### src/rtl/sup_rst_pkg.sv
package sup_rst_pkg;
  typedef struct packed {
    logic supply_low;
    logic man_low;
  } rst_req_t;

  function automatic logic any_req(rst_req_t r);
    return r.supply_low | r.man_low;
  endfunction
endpackage

### src/rtl/sup_rst_sync.sv
module sup_rst_sync #(
  parameter int STAGES = 2,
  parameter logic RST_VAL = 1'b1
) (
  input  logic clk_i,
  input  logic rst_ni,
  input  logic d_i,
  output logic q_o
);
  logic [STAGES-1:0] chain_q;

  for (genvar s = 0; s < STAGES; s++) begin : g_stage
    always_ff @(posedge clk_i or negedge rst_ni) begin
      if (!rst_ni) chain_q[s] <= RST_VAL;
      else if (s == 0) chain_q[s] <= d_i;
      else chain_q[s] <= chain_q[(s > 0) ? s-1 : 0];
    end
  end

  assign q_o = chain_q[STAGES-1];
endmodule

### src/rtl/sup_rst_stretch.sv
module sup_rst_stretch #(
  parameter int TICKS = 200,
  localparam int CNT_W = $clog2(TICKS + 1)
) (
  input  logic             clk_i,
  input  logic             rst_ni,
  input  logic             tick_i,
  input  logic             reload_i,
  output logic             done_o,
  output logic [CNT_W-1:0] cnt_o
);
  localparam logic [CNT_W-1:0] FULL = CNT_W'(TICKS);

  logic [CNT_W-1:0] cnt_q;

  // reload dominates; power-up starts a full stretch
  always_ff @(posedge clk_i or negedge rst_ni) begin
    if (!rst_ni)                        cnt_q <= FULL;
    else if (reload_i)                  cnt_q <= FULL;
    else if (tick_i && cnt_q != '0)     cnt_q <= cnt_q - 1'b1;
  end

  assign done_o = (cnt_q == '0);
  assign cnt_o  = cnt_q;


  tick_hold_chk: assert property (@(posedge clk_i) disable iff (!rst_ni)
    (!reload_i && !tick_i) |=> $stable(cnt_q));


  no_climb_chk: assert property (@(posedge clk_i) disable iff (!rst_ni)
    !reload_i |=> (cnt_q <= $past(cnt_q)));
endmodule

### src/rtl/sup_rst_out.sv
module sup_rst_out (
  input  logic clk_i,
  input  logic rst_ni,
  input  logic reload_i,
  input  logic done_i,
  output logic rst_no,
  output logic rst_o
);
  logic nxt_asserted;
  logic low_q, high_q;

  always_comb begin
    nxt_asserted = high_q;
    if (reload_i)    nxt_asserted = 1'b1;
    else if (done_i) nxt_asserted = 1'b0;
  end

  // separate flops per polarity, no inverter on the output path
  always_ff @(posedge clk_i or negedge rst_ni) begin
    if (!rst_ni) begin
      low_q  <= 1'b0;
      high_q <= 1'b1;
    end else begin
      low_q  <= ~nxt_asserted;
      high_q <= nxt_asserted;
    end
  end

  assign rst_no = low_q;
  assign rst_o  = high_q;


  pair_chk: assert property (@(posedge clk_i) disable iff (!rst_ni)
    rst_o == !rst_no);


  hold_until_zero_chk: assert property (@(posedge clk_i) disable iff (!rst_ni)
    !done_i |=> !rst_no);
endmodule

### src/rtl/sup_reset_pulse_gen.sv
module sup_reset_pulse_gen
  import sup_rst_pkg::*;
#(
  parameter int STRETCH_TICKS = 200,
  parameter int SYNC_STAGES   = 2,
  localparam int CNT_W = $clog2(STRETCH_TICKS + 1)
) (
  input  logic clk_i,
  input  logic rst_ni,
  input  logic tick_i,
  input  logic supply_low_i,
  input  logic man_rst_ni,
  output logic rst_no,
  output logic rst_o
);
  logic             man_sync;
  rst_req_t         req;
  logic             reload;
  logic             cnt_done;
  logic [CNT_W-1:0] cnt;

  sup_rst_sync #(.STAGES(SYNC_STAGES), .RST_VAL(1'b1)) u_sync (
    .clk_i (clk_i),
    .rst_ni(rst_ni),
    .d_i   (man_rst_ni),
    .q_o   (man_sync)
  );

  assign req.supply_low = supply_low_i;
  assign req.man_low    = ~man_sync;
  assign reload         = any_req(req);

  sup_rst_stretch #(.TICKS(STRETCH_TICKS)) u_stretch (
    .clk_i   (clk_i),
    .rst_ni  (rst_ni),
    .tick_i  (tick_i),
    .reload_i(reload),
    .done_o  (cnt_done),
    .cnt_o   (cnt)
  );

  sup_rst_out u_out (
    .clk_i   (clk_i),
    .rst_ni  (rst_ni),
    .reload_i(reload),
    .done_i  (cnt_done),
    .rst_no  (rst_no),
    .rst_o   (rst_o)
  );


  supply_hold_chk: assert property (@(posedge clk_i) disable iff (!rst_ni)
    supply_low_i |=> !rst_no);


  man_assert_chk: assert property (@(posedge clk_i) disable iff (!rst_ni)
    !man_sync |=> !rst_no);


  release_at_zero_chk: assert property (@(posedge clk_i) disable iff (!rst_ni)
    $rose(rst_no) |-> $past(cnt == '0));
endmodule

### config.mk
export PLATFORM = sky130hd
export DESIGN_NAME = sup_reset_pulse_gen
export DESIGN_NICKNAME = d
export VERILOG_FILES = /design/src/rtl/sup_rst_pkg.sv /design/src/rtl/sup_rst_sync.sv /design/src/rtl/sup_rst_stretch.sv /design/src/rtl/sup_rst_out.sv /design/src/rtl/sup_reset_pulse_gen.sv
export SDC_FILE = /design/constraint.sdc
export NUM_CORES = 1
export LEC_CHECK = 0
export BUFFER_PORTS_ARGS = -buffer_cell sky130_fd_sc_hd__buf_4
export CELL_PAD_IN_SITES_DETAIL_PLACEMENT = 1
export CELL_PAD_IN_SITES_GLOBAL_PLACEMENT = 1
export CORE_UTILIZATION = 40
export DETAILED_ROUTE_END_ITERATION = 8
export PLACE_DENSITY = 0.76
export SLEW_MARGIN = 0
export SYNTH_ARGS = -nofsm -noshare
export SYNTH_HDL_FRONTEND = slang
export SYNTH_HIERARCHICAL = 1
export SYNTH_SLANG_ARGS = --single-unit
### constraint.sdc
create_clock -name clk_i -period 3.2 [get_ports clk_i]
set_input_delay 0.64 -clock clk_i [delete_from_list [all_inputs] [get_ports clk_i]]
set_output_delay 0.64 -clock clk_i [all_outputs]
set_load 0.01 [all_outputs]
**After elaboration in Yosys (flattened, before gate mapping)**

Cells that the tools add are included.
Widths: inputs -> output; s select.

- Memory bits (writable): 0
- Bits in latches: 0
- Bits in read-only memories: 0
- Memories: 0
- Word-level logic and storage cells: 17
- Register bits after elaboration: 12

- Equality and inequality tests: 0
- Bitwise logic cells: 3
- Shift operators: 0
- Magnitude comparators: 0
- Divide/modulo/power cells: 0
- Reductions and logical operators: 4
- Add/sub/neg operators: 1
- Muxes and demuxes: 4
- Multiply operators: 0

Operators with widths:

| operator | count |
|---|---|
| $mux 8 | 2 |
| $logic_not 8->1 | 1 |
| $reduce_bool 8->1 | 1 |
| $sub 8x1->8 const B | 1 |
| $mux 1 | 2 |
| $not 1->1 | 2 |
| $reduce_bool 2->1 | 1 |
| $logic_and 1x1->1 | 1 |
| $or 1x1->1 | 1 |

**Depth between registers and ports, before layout**

Gate-level depths: netlist of the first run.

- Depth in word-level cells: 4
- Depth in mapped cells: 6
- Depth with buffers taken out: 6

**Modules after synthesis**

The synthesis of the first run kept the hierarchy.

Modules (own cells, without submodules):

| module | seq. area each (sq um) | area each (sq um) | instances | cells an instance |
|---|---|---|---|---|
| sup_rst_stretch | 203.9 | 470.5 | 1 | 50 |
| sup_rst_out | 51.3 | 67.6 | 1 | 5 |
| sup_rst_sync | 52.6 | 52.6 | 1 | 2 |
| sup_reset_pulse_gen | 0.0 | 6.3 | 1 | 1 |

**Worst setup path after synthesis of the first run**

OpenSTA, ideal clock, no wires.

- Kind: flip-flop to flip-flop
- Start point: register u_stretch.cnt_q[0], in the netlist u_stretch/cnt_o[0]
- End point: register u_stretch.cnt_q[0], in the netlist u_stretch/cnt_o[0]
- Path buffers: 0
- Stages on the path, launching flop included: 6
- Arrival time: 1.636 ns
- Required time: 3.075 ns
- Path slack: 1.440 ns
- Path through: dfrtp_1 inv_1 ha_1 or3b_2 o21ai_0 mux2_2

- Cells in the longest elaborated chain, start to end: 3
- Elaborated cells on any way between the ends: 6

RTL lines:

| item | RTL line | text |
|---|---|---|
| from (decl) | sup_rst_stretch.sv:14 | `logic [CNT_W-1:0] cnt_q;` |
| from (signal assigned) | sup_rst_stretch.sv:20 | `else if (tick_i && cnt_q != '0) cnt_q <= cnt_q - 1'b1;` |
| $sub 8x1->8 or $reduce_bool 8->1 (tied branches) | sup_rst_stretch.sv:20 |  |
| $mux 8 or $logic_and 1x1->1 (tied branches) | sup_rst_stretch.sv:20 |  |
| $mux 8 or $reduce_bool 2->1 (tied branches) | -- |  |

Parallel ways exist; a longest one is shown, timed or not. The select of a mux whose other input is x is not followed.
A chain may end at the register's enable or synchronous reset.

**Worst setup path in the final report of the first run**

Ends and elaborated chain as after synthesis.

==> results of run 1 <==
## cell type report
type / instances / share of cell area (%)
timing repair buffer: 6 / 6.50
clock buffer: 4 / 5.23
multi-input combinational: 41 / 39.0
tap: 15 / 2.71
sequential: 12 / 44.4
inverter: 4 / 2.17
## metrics by stage
| stage | setup WS [ps] | hold slack (ps) | utilization [%] |
|---|---|---|---|
| floorplan | 1440 | 344 | - |
| finish | 1320 | 194 | 51.3 |
| CTS | 1300 | 189 | 51.3 |
| detailed placement | 1310 | 359 | 48.7 |
| global route | 1190 | 195 | 51.3 |
| global placement | 1340 | 346 | 48.7 |
## synth_stat cells, types with 2 or more instances
library cell  n
a211o_1       2
a211oi_1      2
a21oi_1       5
dfrtp_1       6
dfstp_2       6
ha_1          2
inv_1         4
mux2i_1       2
nand2_1       3
nor2_1        7
o21ai_0       3
or3b_2        2
or4_1         2
## where the power goes
group	internal, mW	switching (mW)
Sequential	0.158	0.00397
Clock	0.0691	0.0508
Combinational	0.0134	0.0172
Total	0.240	0.0720
## worst min path at each step
| stage | slack (ps) | startpoint | end |
|---|---|---|---|
| 2_1_floorplan | 340 | rst_ni | u_out/rst_no |
| 3_3_place_gp | 350 | u_sync/chain_q[0] | u_sync/q_o |
| 3_5_place_dp | 360 | u_sync/chain_q[0] | u_sync/q_o |
| 4_1_cts | 190 | rst_ni | u_out/rst_no |
| 5_1_grt | 200 | rst_ni | u_stretch/cnt_o[5] |
| 6_report | 190 | rst_ni | u_stretch/cnt_o[2] |
## worst max-delay path, stage by stage, from the launching register on
cell	delay [ps]
dfrtp_1	390
inv_1	100
ha_1	190
or3b_2	460
o21ai_0	280
mux2_2	370
## sequential cells by signal, summed over array words and instances (netlist names)
signal,count
u_out/rst_no,1
u_sync/q_o,1
u_stretch/cnt_o,8
u_sync/chain_q,1
u_out/rst_o,1
## logic make-up after synthesis
logic type / count (synthesis) / share of synthesized area, %
and+or+nand+nor: 22 / 21.2
adders and majority gates: 2 / 4.19
muxes: 3 / 5.24
DFF: 12 / 51.6
buffers and inverters: 5 / 3.14
AOI/OAI and AO/OA: 14 / 14.7
## layer usage
layer  GRT usage [%]  share of wire [%]  vias up
met5               0                  0        -
met4            7.50                  0        0
met3            4.89                3.0        0
met2            27.0                 46        6
met1            24.3                 51      221
li1                -                  -      228
==> results.md, run 1 <==
* DRT Pass-1 Iters at 2
* Post-DP HPWL at 859 um
* Yosys warns at 6
* Sequential Area at 308 um2
* Post-synth EDFFs at 0
* Worst-Skew Late Latency at around 270 ps
* Synth top area share at 26.4%
* Post-CTS resize count at 0
* Worst EP required at 3360 ps
* CP Launch Point: u_stretch/cnt_o[0]
* Leakage at ~0.27 nW
* Total negative setup slack at 0 ps
* CP startpoint kind: flop
* Final WL at 1180 um
* Die area at 1650 um2
* Worst-margin pin slew at 636 ps
* HP Class: input pin to asynchronous set/reset pin
* Worst reg2reg startpoint: u_stretch/cnt_o[0]
* Gr ovfl total at 0
* Initial core utilization at ~44%
* Distinct cell type count after synthesis at 25
* Multi-input logic area at 270 um2
* Routed len/inst at 14.4 um
* CP Capture Type: flop
* IO buf count at 6
* Fillers at between 150 and 200
* R2R cell count at 5
* Synth Register Bits at 12
* Post-synth ARST share at 100%
* Vias per cell at 5.55
* Commonest non-fill, non-tap cell in the layout: nor2_1
* Std-Cell Core Area at around 1400 um2
* H-tree depth at 1
* Reg2reg setup slack at 1320 ps
* Syn_nets at 65
* DR vias at 455
* Row count at 13
* CTS max path bufs at 2
* CTS clk-pin slew, worst paths at 80 ps
* Run status: finished, final reports clean
* Post-CTS Hold Buffers at 0
* Setup bufs post-CTS at 0
* Clock Tree Root: clkbuf_4
* Max VDD drop at 0.268 mV
* Final Instance Area at around 690 um2
* Post-DP Area at 657 um2
* Layout area overhead at 16.1%
* Largest net degree at the start of global routing at 14
* CTS Sinks at 12
* Hold Violations, Final at 0
* Setup CP Type: flop to flop
* Layout Nets at 75
* TritonCTS clock tree: yes
* Synthesized area per cell at 10.3 um2
* Dominant synthesized flop cell: dfstp_2
* Min Clock Period, post-route at between 1500 and 2000 ps
* Final non-filler cell total at ~80
* Pwr Total at 0.312 mW
* # setup viols final at 0
* R2R Path End: u_stretch/cnt_o[0]
* Dpl cells at 78
* Post-route clock period utilization at 58.9%
* Die height at approximately 41 um
* Relative slew margins at 57.5%
* CP Capture Point: u_stretch/cnt_o[0]
* I/O pins at 7
* Antenna diodes at 0
* RD Place Congestion at between 0.7 and 0.8
* Tot GR Track Use at around 18%
* Cell area after synthesis at 597 um2
* Max cap viols at 0
* Initial DRC count at 5
* Total CTS buffers at 3
* Antenna Violating Nets Remaining at 0
* Data arrival, critical path at between 2000 and 2500 ps
* First-pass GRT wire length at between 1500 and 2000 um
* Most frequent cells in the layout: nor2_1 (7), buf_4 (6), dfrtp_1 (6), dfstp_2 (6), a21oi_1 (5)
* Share of layout cells above drive strength 1 at between 20 and 30%
* DRC at 0
* Die Span X at 40.6 um
* Initial antenna violation count at 0
* Cell taking the most area after synthesis: dfstp_2
* Achievable frequency at about 0.53 GHz
* Cells after Synth at slightly below 60
* Sequential fraction of the synthesis area at 51.6%
* Area contributors post-synth: dfstp_2 (26%), dfrtp_1 (25%), nor2_1 (4.4%), a21oi_1 (4.2%), ha_1 (4.2%)
* Post-route clock skew at 1.06 ps
* Unrepaired setup endpoints after global routing: no
* Slew Limit Fails at 0
* Vias in the first global route at about 420
* Crit Path Max Fanout at 3
* Pwr Density at 450 nW/um2
Power figures use the tool's default switching activity.
==> inputs of run 2 (changes only) <==
CORE_UTILIZATION = 37   (was 40)
PLACE_DENSITY = 0.74   (was 0.76)
clock period = 1.5 ns   (was 3.2 ns; I/O delays follow)
==> results.md, run 2 (synthesis results as in run 1) <==
* Run status: complete, but fails checks
* Failing checks: negative setup slack
* RD Place Congestion at 0.733
* Gr ovfl total at 0
* Max VDD drop at 0.431 mV
* Data arrival, critical path at 1810 ps
* Clock Tree Root: clkbuf_4
* Share of layout cells above drive strength 1 at 50.0%
* Antenna Violating Nets Remaining at 0
* Antenna diodes at 0
* CP startpoint kind: flop
* Min Clock Period, post-route at 1610 ps
* CTS clk-pin slew, worst paths at approximately 80 ps
* Std-Cell Core Area at about 1500 um2
* TritonCTS clock tree: yes
* Worst-margin pin slew at 449 ps
* DR vias at 504
* Initial core utilization at 39.6%
* Max cap viols at 0
* Pwr Density at ~840 nW/um2
* Total CTS buffers at 3
* Hold Violations, Final at 0
* I/O pins at 7
* Final Instance Area at 826 um2
* Tot GR Track Use at 19.8%
* Layout Nets at 86
* Number of flip-flops in the largest register at 8
* # setup viols final at 3
* Post-DP Area at 756 um2
* Post-route clock skew at 1.65 ps
* Row count at 14
* Achievable frequency at 0.620 GHz
* Unrepaired setup endpoints after global routing: yes
* Vias per cell at between 5 and 6
* Leakage at about 0.34 nW
* Post-DP HPWL at 1120 um
* First-pass GRT wire length at 2620 um
* DRC at 0
* Final WL at 1510 um
* Worst EP required at 1700 ps
* Commonest non-fill, non-tap cell in the layout: buf_4
* Crit Path Max Fanout at 4
* Routed len/inst at 16.0 um
* CTS max path bufs at 2
* IO buf count at 6
* Slew Limit Fails at 0
* Vias in the first global route at 563
* Final Worst Setup Slack at -113 ps
* Most frequent cells in the layout: buf_4 (16), nor2_1 (7), dfrtp_1 (6), dfstp_2 (6), a21oi_1 (4)
* DRT Pass-1 Iters at 2
* Hold_ws at 133 ps
* Relative slew margins at a little over two thirds
* HP Class: input pin to flop
* Worst-Skew Late Latency at around 270 ps
* Die Span X at 42.2 um
* H-tree depth at 1
* CTS Sinks at 12
* Post-route clock period utilization at 108%
* Initial DRC count at 3
* Initial antenna violation count at 0
* Layout area overhead at 38.4%
* Pwr Total at slightly below 0.7 mW
* Setup CP Type: flop to flop
* Die area at 1780 um2
* Die height at roughly 42 um
* Largest net degree at the start of global routing at 13
* CP Capture Type: flop
==> run 2: worst max-delay path, cell delays in order, from the launching register on <==
cell	delay [ps]
dfrtp_1	410
or3b_2	550
or4_4	440
a21oi_2	150
==> run 2: timing repair <==
action	4_1_cts	5_1_grt
hold endpoints to repair	6	0
setup buffers	1	0
resized for setup	2	3
setup endpoints to repair	4	7
cloned	0	0
pin swaps	0	2
hold buffers	1	0
==> run 2: area by class of cell <==
type	count	area, um2
Timing Repair Buffer	17	130
Tap cell	16	20.0
Inverter	4	15.0
Multi-Input combinational cell	41	317
Sequential cell	12	308
Clock buffer	4	36.3
Fill cell	169	681
==> run 2: final timing paths <==
path | start | end | slack [ps] | depth (start not counted)
setup / recovery | u_stretch/cnt_o[0] | u_stretch/cnt_o[5] | -110 | 3
hold / removal | man_rst_ni | u_sync/chain_q[0] | 130 | 1
setup reg to reg | u_stretch/cnt_o[0] | u_stretch/cnt_o[5] | -110 | 3
hold reg to reg | u_sync/chain_q[0] | u_sync/q_o | 360 | 0
max in group asynchronous | rst_ni | u_stretch/cnt_o[3] | 870 | 2
min in group asynchronous | rst_ni | u_stretch/cnt_o[5] | 410 | 2
==> run 2: metrics by stage <==
| step | instances | worst slack (ps) | TNS, ps | util [%] |
|---|---|---|---|---|
| 2_1_floorplan | 58 | -32.0 | -61.7 | - |
| 3_3_place_gp | 89 | -54.6 | -138 | 50.2 |
| 3_5_place_dp | 89 | -89.9 | -286 | 50.2 |
| 4_1_cts | 95 | -106 | -300 | 54.5 |
| 5_1_grt | 94 | -150 | -676 | 54.8 |
| 6_report | 94 | -113 | -316 | 54.8 |
==> run 2: layer usage <==
layer / GRT usage [%] / part of all wire (%) / up-vias
li1: - / - / 246
met1: 25.3 / 48 / 253
met2: 32.9 / 50 / 3
met3: 2.59 / 0.93 / 2
met4: 9.38 / 1.0 / 0
met5: 0 / 0 / -
==> run 2: report_power, final <==
group | internal (mW) | total (mW) | switching, mW
Combinational | 0.0499 | 0.0994 | 0.0495
Clock | 0.147 | 0.255 | 0.107
Sequential | 0.336 | 0.342 | 0.00601
Total | 0.534 | 0.696 | 0.163
